===== src/rtl/mc_comb_pkg.sv =====
package mc_comb_pkg;
  localparam int DEF_NUM_CH = 4;
  localparam int DEF_DLY    = 2;
  localparam int DEF_DW     = 12;

  function automatic int idx_width(input int n);
    return (n > 1) ? $clog2(n) : 1;
  endfunction
endpackage


===== src/rtl/mc_comb_ptr.sv =====
module mc_comb_ptr #(
  parameter int DEPTH = 8,
  parameter int PTR_W = 3
) (
  input  logic             clk,
  input  logic             rst_n,
  input  logic             adv,
  output logic [PTR_W-1:0] ptr
);
  localparam logic [PTR_W-1:0] LAST = PTR_W'(DEPTH - 1);

  logic [PTR_W-1:0] ptr_nxt;

  always_comb begin
    ptr_nxt = ptr;
    if (adv) ptr_nxt = (ptr == LAST) ? '0 : ptr + 1'b1;
  end

  always_ff @(posedge clk or negedge rst_n) begin
    if (!rst_n) ptr <= '0;
    else        ptr <= ptr_nxt;
  end
endmodule


===== src/rtl/mc_comb_ram.sv =====
module mc_comb_ram #(
  parameter int DW    = 12,
  parameter int DEPTH = 8,
  parameter int PTR_W = 3
) (
  input  logic             clk,
  input  logic             rst_n,
  input  logic             en,
  input  logic [PTR_W-1:0] addr,
  input  logic [DW-1:0]    wdata,
  output logic [DW-1:0]    rdata
);
  logic [DW-1:0]    mem [DEPTH];
  logic [DEPTH-1:0] seen;
  logic [DW-1:0]    rd_nxt;

  // Storage array: no reset, written on every accepted sample.
  always_ff @(posedge clk) begin
    if (en) mem[addr] <= wdata;
  end

  // One "written since reset" flag per slot.
  for (genvar g = 0; g < DEPTH; g++) begin : g_seen
    always_ff @(posedge clk or negedge rst_n) begin
      if (!rst_n)                             seen[g] <= 1'b0;
      else if (en && (addr == PTR_W'(g)))     seen[g] <= 1'b1;
    end
  end

  // Read-before-write: the old word of the slot is returned.
  always_comb rd_nxt = seen[addr] ? mem[addr] : '0;

  always_ff @(posedge clk or negedge rst_n) begin
    if (!rst_n)  rdata <= '0;
    else if (en) rdata <= rd_nxt;
  end
endmodule


===== src/rtl/mc_comb_sub.sv =====
module mc_comb_sub #(
  parameter int DW   = 12,
  parameter int CH_W = 2
) (
  input  logic              clk,
  input  logic              rst_n,
  input  logic              vld_i,
  input  logic [CH_W-1:0]   ch_i,
  input  logic [DW-1:0]     cur_i,
  input  logic [DW-1:0]     old_i,
  output logic              vld_o,
  output logic [CH_W-1:0]   ch_o,
  output logic signed [DW:0] diff_o
);
  logic signed [DW:0] diff_nxt;

  always_comb diff_nxt = $signed({cur_i[DW-1], cur_i}) - $signed({old_i[DW-1], old_i});

  always_ff @(posedge clk or negedge rst_n) begin
    if (!rst_n) begin
      vld_o  <= 1'b0;
      ch_o   <= '0;
      diff_o <= '0;
    end else begin
      vld_o <= vld_i;
      if (vld_i) begin
        ch_o   <= ch_i;
        diff_o <= diff_nxt;
      end
    end
  end
endmodule


===== src/rtl/mc_comb_delay.sv =====
module mc_comb_delay
  import mc_comb_pkg::*;
#(
  parameter  int NUM_CH = DEF_NUM_CH,
  parameter  int DLY    = DEF_DLY,
  parameter  int DW     = DEF_DW,
  localparam int CH_W   = idx_width(NUM_CH),
  localparam int DEPTH  = NUM_CH * DLY,
  localparam int PTR_W  = idx_width(DEPTH)
) (
  input  logic               clk,
  input  logic               rst_n,
  input  logic               in_valid,
  input  logic [CH_W-1:0]    in_ch,
  input  logic signed [DW-1:0] in_sample,
  output logic               out_valid,
  output logic [CH_W-1:0]    out_ch,
  output logic signed [DW:0] out_diff
);
  logic [PTR_W-1:0] ptr;
  logic [DW-1:0]    old_q;
  logic             s1_vld;
  logic [CH_W-1:0]  s1_ch;
  logic [DW-1:0]    s1_smp;

  mc_comb_ptr #(.DEPTH(DEPTH), .PTR_W(PTR_W)) u_ptr (
    .clk(clk), .rst_n(rst_n), .adv(in_valid), .ptr(ptr)
  );

  // Read slot = write slot - DEPTH (mod DEPTH) = write slot.
  mc_comb_ram #(.DW(DW), .DEPTH(DEPTH), .PTR_W(PTR_W)) u_ram (
    .clk(clk), .rst_n(rst_n), .en(in_valid), .addr(ptr),
    .wdata(in_sample), .rdata(old_q)
  );

  always_ff @(posedge clk or negedge rst_n) begin
    if (!rst_n) begin
      s1_vld <= 1'b0;
      s1_ch  <= '0;
      s1_smp <= '0;
    end else begin
      s1_vld <= in_valid;
      if (in_valid) begin
        s1_ch  <= in_ch;
        s1_smp <= in_sample;
      end
    end
  end

  mc_comb_sub #(.DW(DW), .CH_W(CH_W)) u_sub (
    .clk(clk), .rst_n(rst_n), .vld_i(s1_vld), .ch_i(s1_ch),
    .cur_i(s1_smp), .old_i(old_q),
    .vld_o(out_valid), .ch_o(out_ch), .diff_o(out_diff)
  );
endmodule


===== config.mk =====
export PLATFORM = sky130hd
export DESIGN_NAME = mc_comb_delay
export DESIGN_NICKNAME = d
export VERILOG_FILES = /design/src/rtl/mc_comb_pkg.sv /design/src/rtl/mc_comb_ptr.sv /design/src/rtl/mc_comb_ram.sv /design/src/rtl/mc_comb_sub.sv /design/src/rtl/mc_comb_delay.sv
export SDC_FILE = /design/constraint.sdc
export NUM_CORES = 1
export LEC_CHECK = 0
export CAP_MARGIN = 20
export CORE_UTILIZATION = 50
export CTS_CLUSTER_DIAMETER = 60
export DETAILED_ROUTE_END_ITERATION = 7
export DONT_BUFFER_PORTS = 1
export PLACE_DENSITY = 0.64
export SLEW_MARGIN = 20
export SYNTH_ARGS = -nofsm -noshare
export SYNTH_HDL_FRONTEND = slang
export SYNTH_SLANG_ARGS = --single-unit

===== constraint.sdc =====
create_clock -name clk -period 2.5 [get_ports clk]
set_input_delay 0.125 -clock clk [delete_from_list [all_inputs] [get_ports clk]]
set_output_delay 0.125 -clock clk [all_outputs]
set_load 0.02 [all_outputs]

==> results of run 1 <==
cell usage in the layout (no fill, tap or decap), types with 2 or more instances in the layout:
| cell | instances |
|---|---|
| edfxtp_1 | 96 |
| dfrtp_1 | 53 |
| mux4_2 | 25 |
| inv_1 | 20 |
| nand2_1 | 19 |
| mux2_2 | 19 |
| ha_1 | 18 |
| clkbuf_16 | 17 |
| dlygate4sd3_1 | 16 |
| buf_4 | 16 |
| nor2_1 | 15 |
| mux2i_1 | 13 |
| o22ai_1 | 12 |
| a21oi_1 | 12 |
| o21ai_0 | 11 |
| a21o_1 | 6 |
| o211ai_1 | 5 |
| xnor2_1 | 5 |
| nand2b_1 | 4 |
| or3_1 | 3 |
| nor2b_1 | 3 |
| a31o_2 | 3 |
| clkinv_1 | 3 |
| bufinv_16 | 3 |
| clkinv_2 | 3 |
| nor3_2 | 2 |
| nand3b_1 | 2 |
| nand3_1 | 2 |
| nand4_1 | 2 |
| clkinvlp_4 | 2 |
| inv_6 | 2 |
| buf_12 | 2 |
layer usage:
| layer | share of wire, % | vias to the layer above | GRT usage [%] | routed length (µm) |
|---|---|---|---|---|
| met5 | 0 | - | 0 | 0 |
| met1 | 47 | 1720 | 27.28 | 5565 |
| met4 | 1.7 | 0 | 8.398 | 209 |
| met2 | 47 | 64 | 32.00 | 5641 |
| met3 | 4.4 | 18 | 5.241 | 528 |
| li1 | - | 1561 | - | - |
logic make-up (layout without fill, tap and decap cells):
| family | count (synthesis) | count (layout) | share of synthesized area, % |
|---|---|---|---|
| mux | 58 | 58 | 14.70 |
| flops | 150 | 150 | 66.69 |
| compound gates | 58 | 58 | 6.090 |
| fa+ha+maj | 19 | 19 | 3.863 |
| buf+inv | 39 | 88 | 3.429 |
| simple gates | 59 | 59 | 4.533 |
| xor+xnor | 5 | 5 | 0.6898 |
how the worst min path moves through the flow:
stage	depth (start not counted)	slack (ps)	end
floorplan	0	-170	s1_ch[0]$_DFFE_PN0P_
global placement	0	-170	u_sub.ch_o[1]$_DFFE_PN0P_
detailed placement	0	-170	s1_ch[1]$_DFFE_PN0P_
CTS	2	10	u_ram.rdata[8]$_DFFE_PN0P_
global route	2	30	u_ram.rdata[7]$_DFFE_PN0P_
finish	2	30	u_ram.rdata[3]$_DFFE_PN0P_
flip-flops by register name, indices dropped and copies added (netlist names):
signal,flops
u_sub.ch_o,2
s1_vld,1
u_ptr.ptr,3
u_ram.rdata,12
u_ram.mem,96
u_sub.diff_o,13
u_ram.seen,8
s1_ch,2
u_sub.vld_o,1
s1_smp,12
repair_timing:
| item | CTS | global route |
|---|---|---|
| hold buffers | 18 | 0 |
| hold endpoints to repair | 185 | 0 |
| buffers inserted | 0 | 0 |
power breakdown:
group          internal [µW]  switching [µW]
clock network           1560             963
logic                   1090            1260
registers               3130             345
total                   5780            2570
cell type report:
class | instances | area, µm² | area share [%]
Multi-Input combinational cell | 199 | 1909 | 25.91
Clock buffer | 18 | 429.2 | 5.824
Inverter | 21 | 78.83 | 1.070
Sequential cell | 150 | 4235 | 57.48
Tap cell | 168 | 210.2 | 2.853
Clock inverter | 14 | 157.7 | 2.140
Timing Repair Buffer | 35 | 347.8 | 4.721
per-stage QoR:
stage                     area [µm²]  std cells  power (µW)  hold slack, ps  setup WS, ps
final                           7368        605        8349           31.70         422.1
after global routing            7368        605        8818           34.75         267.2
after CTS                       7366        605        8417           11.78         412.1
after detailed placement        6571        555        5792          -168.3         438.4
after global placement          6571        555        5755          -168.3         445.7
after floorplan                 6349        388        5246          -170.6         326.3
==> flow_summary_export.csv, run 1 <==
group,metric,value,unit
synthesis,yosysSeqAreaShare,66.69,%
critical_path,r2r-end,"u_sub.diff_o[8]$_DFFE_PN0P_",
route,first_pass_iters,4,
critical_path,crit_fanout,4,
sta,finalSetupViolations,0,
sta,rsz0062_at_grt,"no",
clock_tree,numCtsBuffers,17,
critical_path,rr_worst_depth,7,
critical_path,reg2reg_slack,420,ps
synthesis,syn_inst,388,
placement,gp_congestion,0.7953,
synthesis,yosys_warnings,0,
floorplan,ios,33,
layout,syn2layout_area_growth,16.06,%
pwr,ir_drop,0.7790,mV
grt,grt_pass1_vias,3500,
layout,drive_above_1_share,23.11,%
critical_path,crit_buf_inv,0,
worst_hold_path,min_from,"in_valid",
layout,nFillCells,959,
floorplan,start_util,51.99,%
floorplan,die_area,0.01315,mm²
placement,port_buffers,0,
sta,fin_setup_tns,0,ps
sta,fmax,0.4813,GHz
sta,fin_crit_sh,83.12,%
grt,overflow,0,
critical_path,critPathArrivalTime,2430,ps
critical_path,crit_family,"simple AND/OR/NAND/NOR gates",
layout,final_util,60.34,%
route,vias_per_cell,5.559,
synthesis,yosysTopAreaCellShare,45.41,%
status,status,"finished clean",
clock_tree,clk_latency,420,ps
grt,grt_pass1_wl,19120,µm
synthesis,netlist_top_cells_area,"edfxtp_1, dfrtp_1, mux4_2",
critical_path,crit_type,"reg2reg",
critical_path,slowest_delay,470,ps
floorplan,die_y,114.7,µm
clock_tree,cts_resized,0,
clock_tree,cts_tree,"yes",
clock_tree,root_buffer,"clkbuf_16",
synthesis,synth-edff-count,96,
synthesis,synth_fp_nets,424,
synthesis,synth_ff_type,"edfxtp_1",
clock_tree,htree_levels,4,
route,vias,3363,
sta,relSlewSlack,52.90,%
grt,antenna_found_initial,0,
grt,grtUsageTotal,20.40,%
route,ant_nets,0,
synthesis,ys_types,45,
critical_path,crit_cells,7,
placement,detailed_place_hpwl,7478,µm
route,route.detailed.drc,0,
floorplan,num_rows,40,
synthesis,synthArstFlopShare,36.00,%
clock_tree,clk_path_buf_depth,2,
synthesis,yosys.area.top_type,"edfxtp_1",
worst_hold_path,hp-class,"in2reg",
synthesis,syn_area_per_cell,16.36,µm²
route,drtIter0Drc,191,
sta,hold_viol_final,0,
sta,finalMaxSlewViolations,0,
sta,clock_skew,8.801,ps
flow_run,maxCapViolCount,0,
synthesis,synth_seq_cells,150,
critical_path,crit_required,2850,ps
critical_path,path_cells,"ha_1 > fa_1 > nand2b_1 > a21oi_1 > nor2_1 > or4_1 > nand4_1",
synthesis,synth.most_common_cell,"edfxtp_1",
critical_path,cp_slowest_cell,"or4_1",
layout,nets,460,
sta,worst_slew_pin_slew,705.8,ps
synthesis,yosys-top-cells-count,"edfxtp_1, dfrtp_1, mux4_2",
layout,num_antenna_cells,0,
floorplan,core,0.01221,mm²
pwr,p_leak,0.002767,µW
critical_path,endpoint,"u_sub.diff_o[8]$_DFFE_PN0P_",
pwr,power_density,1133,mW/mm²
critical_path,r2r_start,"u_ram.rdata[0]$_DFFE_PN0P_",
synthesis,syn_area,0.006349,mm²
clock_tree,clkTransAtPathRegs,60,ps
critical_path,startpoint,"u_ram.rdata[0]$_DFFE_PN0P_",
clock_tree,cts.sink_count,150,
floorplan,die_width,114.7,µm
sta,min_period,2078,ps
route,drt_wl_total,11940,µm
critical_path,critPathLaunchType,"flip-flop",
route,avgRoutedWirePerCell,19.74,µm
critical_path,endpoint_kind,"flip-flop",
grt,grt_max_degree,55,
(Power assumes the default switching activity.)
==> inputs of run 2 (changes only) <==
PLACE_DENSITY = 0.67   (was 0.64)
clock period = 1.9 ns   (was 2.5 ns; I/O delays follow)
==> flow_summary_export.csv, run 2 (synthesis gave the netlist of run 1 again) <==
group,metric,value,unit
status,status,"finished clean",
sta,setup_slack,2.272,ps
pwr,power_density,1492,mW/mm²
critical_path,crit_buf_inv,0,
route,avgRoutedWirePerCell,19.10,µm
critical_path,path_cells,"ha_2 > fa_2 > nand2b_4 > a21oi_4 > nor2_2 > or4_1 > nand4_1",
critical_path,critPathArrivalTime,2250,ps
sta,finalMaxSlewViolations,0,
sta,relSlewSlack,75.49,%
clock_tree,numCtsBuffers,17,
placement,gp_congestion,0.7961,
critical_path,crit_required,2250,ps
grt,grtUsageTotal,19.97,%
layout,nets,469,
route,drt_wl_total,11730,µm
grt,antenna_found_initial,0,
clock_tree,clkTransAtPathRegs,60,ps
placement,detailed_place_hpwl,7764,µm
clock_tree,clk_latency,420,ps
route,ant_nets,0,
pwr,power.total,11220,µW
floorplan,num_rows,40,
layout,reg_top3,"u_ram.mem: 96 flops, u_sub.diff_o: 13 flops",
layout,mostFrequentLayoutCells,"edfxtp_1, dfrtp_1, mux4_2, buf_4",
clock_tree,clk_path_buf_depth,2,
floorplan,ios,33,
flow_run,maxCapViolCount,0,
clock_tree,cts.sink_count,150,
placement,port_buffers,0,
sta,clock_skew,8.263,ps
layout,syn2layout_area_growth,18.47,%
sta,hold_viol_final,0,
pwr,p_leak,0.002845,µW
worst_hold_path,hp-class,"in2reg",
clock_tree,root_buffer,"clkbuf_16",
layout,regMostFlops,"u_ram.mem",
grt,grt_pass1_wl,18980,µm
pwr,ir_drop,0.7300,mV
route,vias_per_cell,5.477,
layout,largest_reg_flops,96,
grt,grt_pass1_vias,3582,
critical_path,crit_type,"reg2reg",
layout,layout_commonest_cell,"edfxtp_1",
critical_path,critPathLaunchType,"flip-flop",
route,vias,3363,
sta,worst_slew_pin_slew,366.5,ps
floorplan,start_util,51.99,%
layout,drive_above_1_share,26.46,%
layout,num_antenna_cells,0,
grt,overflow,0,
grt,grt_max_degree,55,
floorplan,die_y,114.7,µm
route,first_pass_iters,6,
critical_path,cp_slowest_cell,"or4_1",
critical_path,endpoint_kind,"flip-flop",
clock_tree,cts_tree,"yes",
floorplan,core,0.01221,mm²
clock_tree,htree_levels,4,
placement,place_ws,-61.73,ps
sta,finalSetupViolations,0,
sta,rsz0062_at_grt,"yes",
route,drtIter0Drc,242,
sta,fmax,0.5269,GHz
floorplan,die_area,0.01315,mm²
sta,fin_crit_sh,99.88,%
critical_path,crit_family,"simple AND/OR/NAND/NOR gates",
critical_path,crit_fanout,4,
sta,min_period,1898,ps
critical_path,slowest_delay,460,ps
route,route.detailed.drc,0,
floorplan,die_width,114.7,µm
-- run 2: cell types whose count changed in the layout (fill, tap and decap cells not counted), moves of 2 or more --
cell / previous run / this run
clkinv_1: 3 / 1
buf_4: 16 / 22
a21oi_1: 12 / 10
inv_6: 2 / 0
clkbuf_8: 0 / 5
buf_12: 2 / 5
ha_2: 0 / 2
clkbuf_16: 17 / 20
bufinv_16: 3 / 0
ha_1: 18 / 16
-- run 2: layout make-up --
cell class                 count  area, µm²
timing repair buffer          44      452.9
fill                         928       4691
sequential                   150       4235
multi-input combinational    199       1939
inverter                      21      78.83
clock buffer                  26      573.1
clock inverter                 6      31.28
tap                          168      210.2
-- run 2: what timing repair did --
action / 4_1_cts / 5_1_grt
endpoints found under the hold margin: 185 / 0
hold buffers: 18 / 0
endpoints found under the setup margin: 2 / 7
pin swaps: 4 / 3
setup buffers: 1 / 1
gates resized for setup: 4 / 2
-- run 2: through the flow --
step	area [µm²]	util, %	cells	TNS (ps)	hold slack (ps)
2_1_floorplan	6372	-	388	0	-200.6
3_3_place_gp	6663	54.56	562	-10.92	-198.6
3_5_place_dp	6663	54.56	562	-81.30	-198.8
4_1_cts	7495	61.37	613	-8.457	13.48
5_1_grt	7521	61.59	614	-136.8	21.38
6_report	7521	61.59	614	0	32.29
-- run 2: per-layer routing --
metal	global-route usage [%]	vias to the layer above	part of all wire [%]
met4	9.264	0	1.6
li1	-	1577	-
met3	5.135	18	4.6
met1	26.30	1694	45
met2	31.31	74	49
met5	0	-	0
-- run 2: report_power, final --
part	switching, µW	internal, µW
Combinational	1690	1630
Sequential	480	4120
Clock	1240	2070
-- run 2: worst paths after layout --
path	slack, ps	to	from	cells after the start
setup / recovery	2	u_sub.diff_o[8]$_DFFE_PN0P_	u_ram.rdata[0]$_DFFE_PN0P_	7
hold / removal	30	u_ram.seen[0]$_DFFE_PN0P_	in_valid	2
setup reg to reg	2	u_sub.diff_o[8]$_DFFE_PN0P_	u_ram.rdata[0]$_DFFE_PN0P_	7
hold reg to reg	450	u_ram.seen[1]$_DFFE_PN0P_	u_ram.seen[1]$_DFFE_PN0P_	1
max in group asynchronous	1440	u_ptr.ptr[0]$_DFFE_PN0P_	rst_n	2
min in group asynchronous	190	s1_vld$_DFF_PN0_	rst_n	2
==> inputs of run 3 (changes only) <==
--- a/config.mk
+++ b/config.mk
@@ -13,3 +13,3 @@
 export PLACE_DENSITY = 0.67
-export SLEW_MARGIN = 20
+export SLEW_MARGIN = 30
 export SYNTH_ARGS = -nofsm -noshare
==> constraint.sdc (replaced) <==
create_clock -name clk -period 1.9 [get_ports clk]
set_input_delay 0.285 -clock clk [delete_from_list [all_inputs] [get_ports clk]]
set_output_delay 0.285 -clock clk [all_outputs]
set_load 0.02 [all_outputs]
==> flow_summary_export.csv, run 3 (synthesis gave the netlist of run 1 again) <==
group,metric,value,unit
floorplan,die_y,114.7,µm
placement,gp_congestion,0.7961,
route,drt_wl_total,12030,µm
layout,layout_commonest_cell,"edfxtp_1",
layout,nets,467,
critical_path,crit_fanout,4,
floorplan,die_width,114.7,µm
critical_path,crit_required,2250,ps
layout,multi_input_area,0.001939,mm²
route,first_pass_iters,4,
critical_path,rr_worst_depth,7,
route,avgRoutedWirePerCell,19.59,µm
layout,syn2layout_area_growth,18.11,%
sta,worst_slew_pin_slew,799.8,ps
pwr,p_leak,0.002832,µW
floorplan,core,0.01221,mm²
route,vias_per_cell,5.555,
floorplan,num_rows,40,
clock_tree,clk_path_buf_depth,2,
sta,fmax,0.5283,GHz
critical_path,critPathArrivalTime,2240,ps
clock_tree,cts_tree,"yes",
placement,placed_cells,562,
route,drtIter0Drc,276,
sta,finalSetupViolations,0,
layout,final_util,61.40,%
sta,min_period,1893,ps
flow_run,maxCapViolCount,0,
layout,finalNonFillerCells,614,
route,vias,3411,
grt,grt_max_degree,55,
critical_path,r2r_start,"u_ram.rdata[0]$_DFFE_PN0P_",
grt,grt_pass1_wl,19230,µm
worst_hold_path,hp-class,"in2reg",
sta,relSlewSlack,46.50,%
critical_path,crit_type,"reg2reg",
layout,regMostFlops,"u_ram.mem",
critical_path,startpoint,"u_ram.rdata[0]$_DFFE_PN0P_",
layout,nFillCells,931,
grt,grtUsageTotal,20.41,%
layout,mostFrequentLayoutCells,"edfxtp_1, dfrtp_1, mux4_2, buf_4",
grt,grt_pass1_vias,3605,
critical_path,critPathLaunchType,"flip-flop",
layout,drive_above_1_share,26.35,%
critical_path,reg2reg_slack,7,ps
sta,rsz0062_at_grt,"yes",
grt,overflow,0,
clock_tree,clk_latency,420,ps
floorplan,die_area,0.01315,mm²
clock_tree,htree_levels,4,
critical_path,endpoint,"u_sub.diff_o[8]$_DFFE_PN0P_",
critical_path,endpoint_kind,"flip-flop",
placement,port_buffers,0,
pwr,power.total,11210,µW
grt,antenna_found_initial,0,
floorplan,start_util,51.99,%
clock_tree,cts.sink_count,150,
clock_tree,clkTransAtPathRegs,60,ps
critical_path,r2r-end,"u_sub.diff_o[8]$_DFFE_PN0P_",
sta,clock_skew,4.688,ps
sta,hold_viol_final,0,
route,route.detailed.drc,0,
layout,seq_area,0.004238,mm²
pwr,ir_drop,0.7305,mV
floorplan,ios,33,
sta,finalMaxSlewViolations,0,
pwr,power_density,1494,mW/mm²
sta,fin_crit_sh,99.62,%
placement,detailed_place_hpwl,7764,µm
route,ant_nets,0,
layout,reg_top3,"u_ram.mem: 96 flops, u_sub.diff_o: 13 flops",
clock_tree,numCtsBuffers,17,
clock_tree,root_buffer,"clkbuf_16",
layout,largest_reg_flops,96,
status,status,"finished clean",
-- run 3: cell count changes in the layout (fill, tap and decap cells not counted), sizes merged --
cell         delta
diode           +2
buf             -1
dlygate4sd3     -1
-- run 3: metrics by stage --
step                      instance area (µm²)  hold WS, ps  setup WS [ps]  TNS [ps]
after detailed placement                 6663       -8.755         -61.73    -81.30
after global routing                     7493        2.917         -91.16    -136.8
after floorplan                          6372       -10.59          23.59         0
after global placement                   6663       -8.577         -10.92    -10.92
after CTS                                7455       0.1181         -8.457    -8.457
final                                    7498        16.09          7.144         0
-- run 3: worst max-delay path, stage by stage, from the launching register on --
cell and delay [ps]:
dfrtp_1 380, ha_2 200, fa_2 340, nand2b_4 160, a21oi_4 130, nor2_2 70
or4_1 460, nand4_1 80
-- run 3: worst min path at each step --
stage                     cells after the start  slack (ps)                         to          from
final                                         1          20      s1_smp[8]$_DFFE_PN0P_  in_sample[8]
after global placement                        0          -9      u_sub.vld_o$_DFF_PN0_         rst_n
after global routing                          1           3      s1_smp[4]$_DFFE_PN0P_  in_sample[4]
after floorplan                               0         -10       s1_ch[0]$_DFFE_PN0P_         rst_n
after detailed placement                      0          -9  u_sub.ch_o[1]$_DFFE_PN0P_         rst_n
after CTS                                     1         0.1       s1_ch[0]$_DFFE_PN0P_      in_ch[0]
-- run 3: metal layers --
metal / GRT usage [%] / vias up / routed length (µm) / part of all wire (%)
li1: - / 1574 / - / -
met1: 26.95 / 1731 / 5385 / 45
met2: 32.20 / 88 / 5809 / 48
met3: 5.135 / 18 / 628 / 5.2
met4: 9.004 / 0 / 208 / 1.7
met5: 0 / - / 0 / 0
-- run 3: timing repair --
action	in CTS	in global routing
buffers inserted	1	1
setup endpoints to repair	2	9
resized for setup	4	3
endpoints found under the hold margin	170	1
hold buffers	15	1
pin swaps	4	3
-- run 3: cell type report --
cell class / count / share of cell area, %
inverter: 21 / 1.051
timing repair buffer: 42 / 5.640
sequential: 150 / 56.52
clock inverter: 6 / 0.4172
clock buffer: 26 / 7.642
tap: 168 / 2.803
antenna: 2 / 0.06674
multi-input combinational: 199 / 25.86
-- run 3: where the power goes --
part	internal, µW	switching [µW]	leakage (µW)
clock	2070	1230	0.000301
sequential	4120	481	0.00150
combinational	1620	1680	0.00103
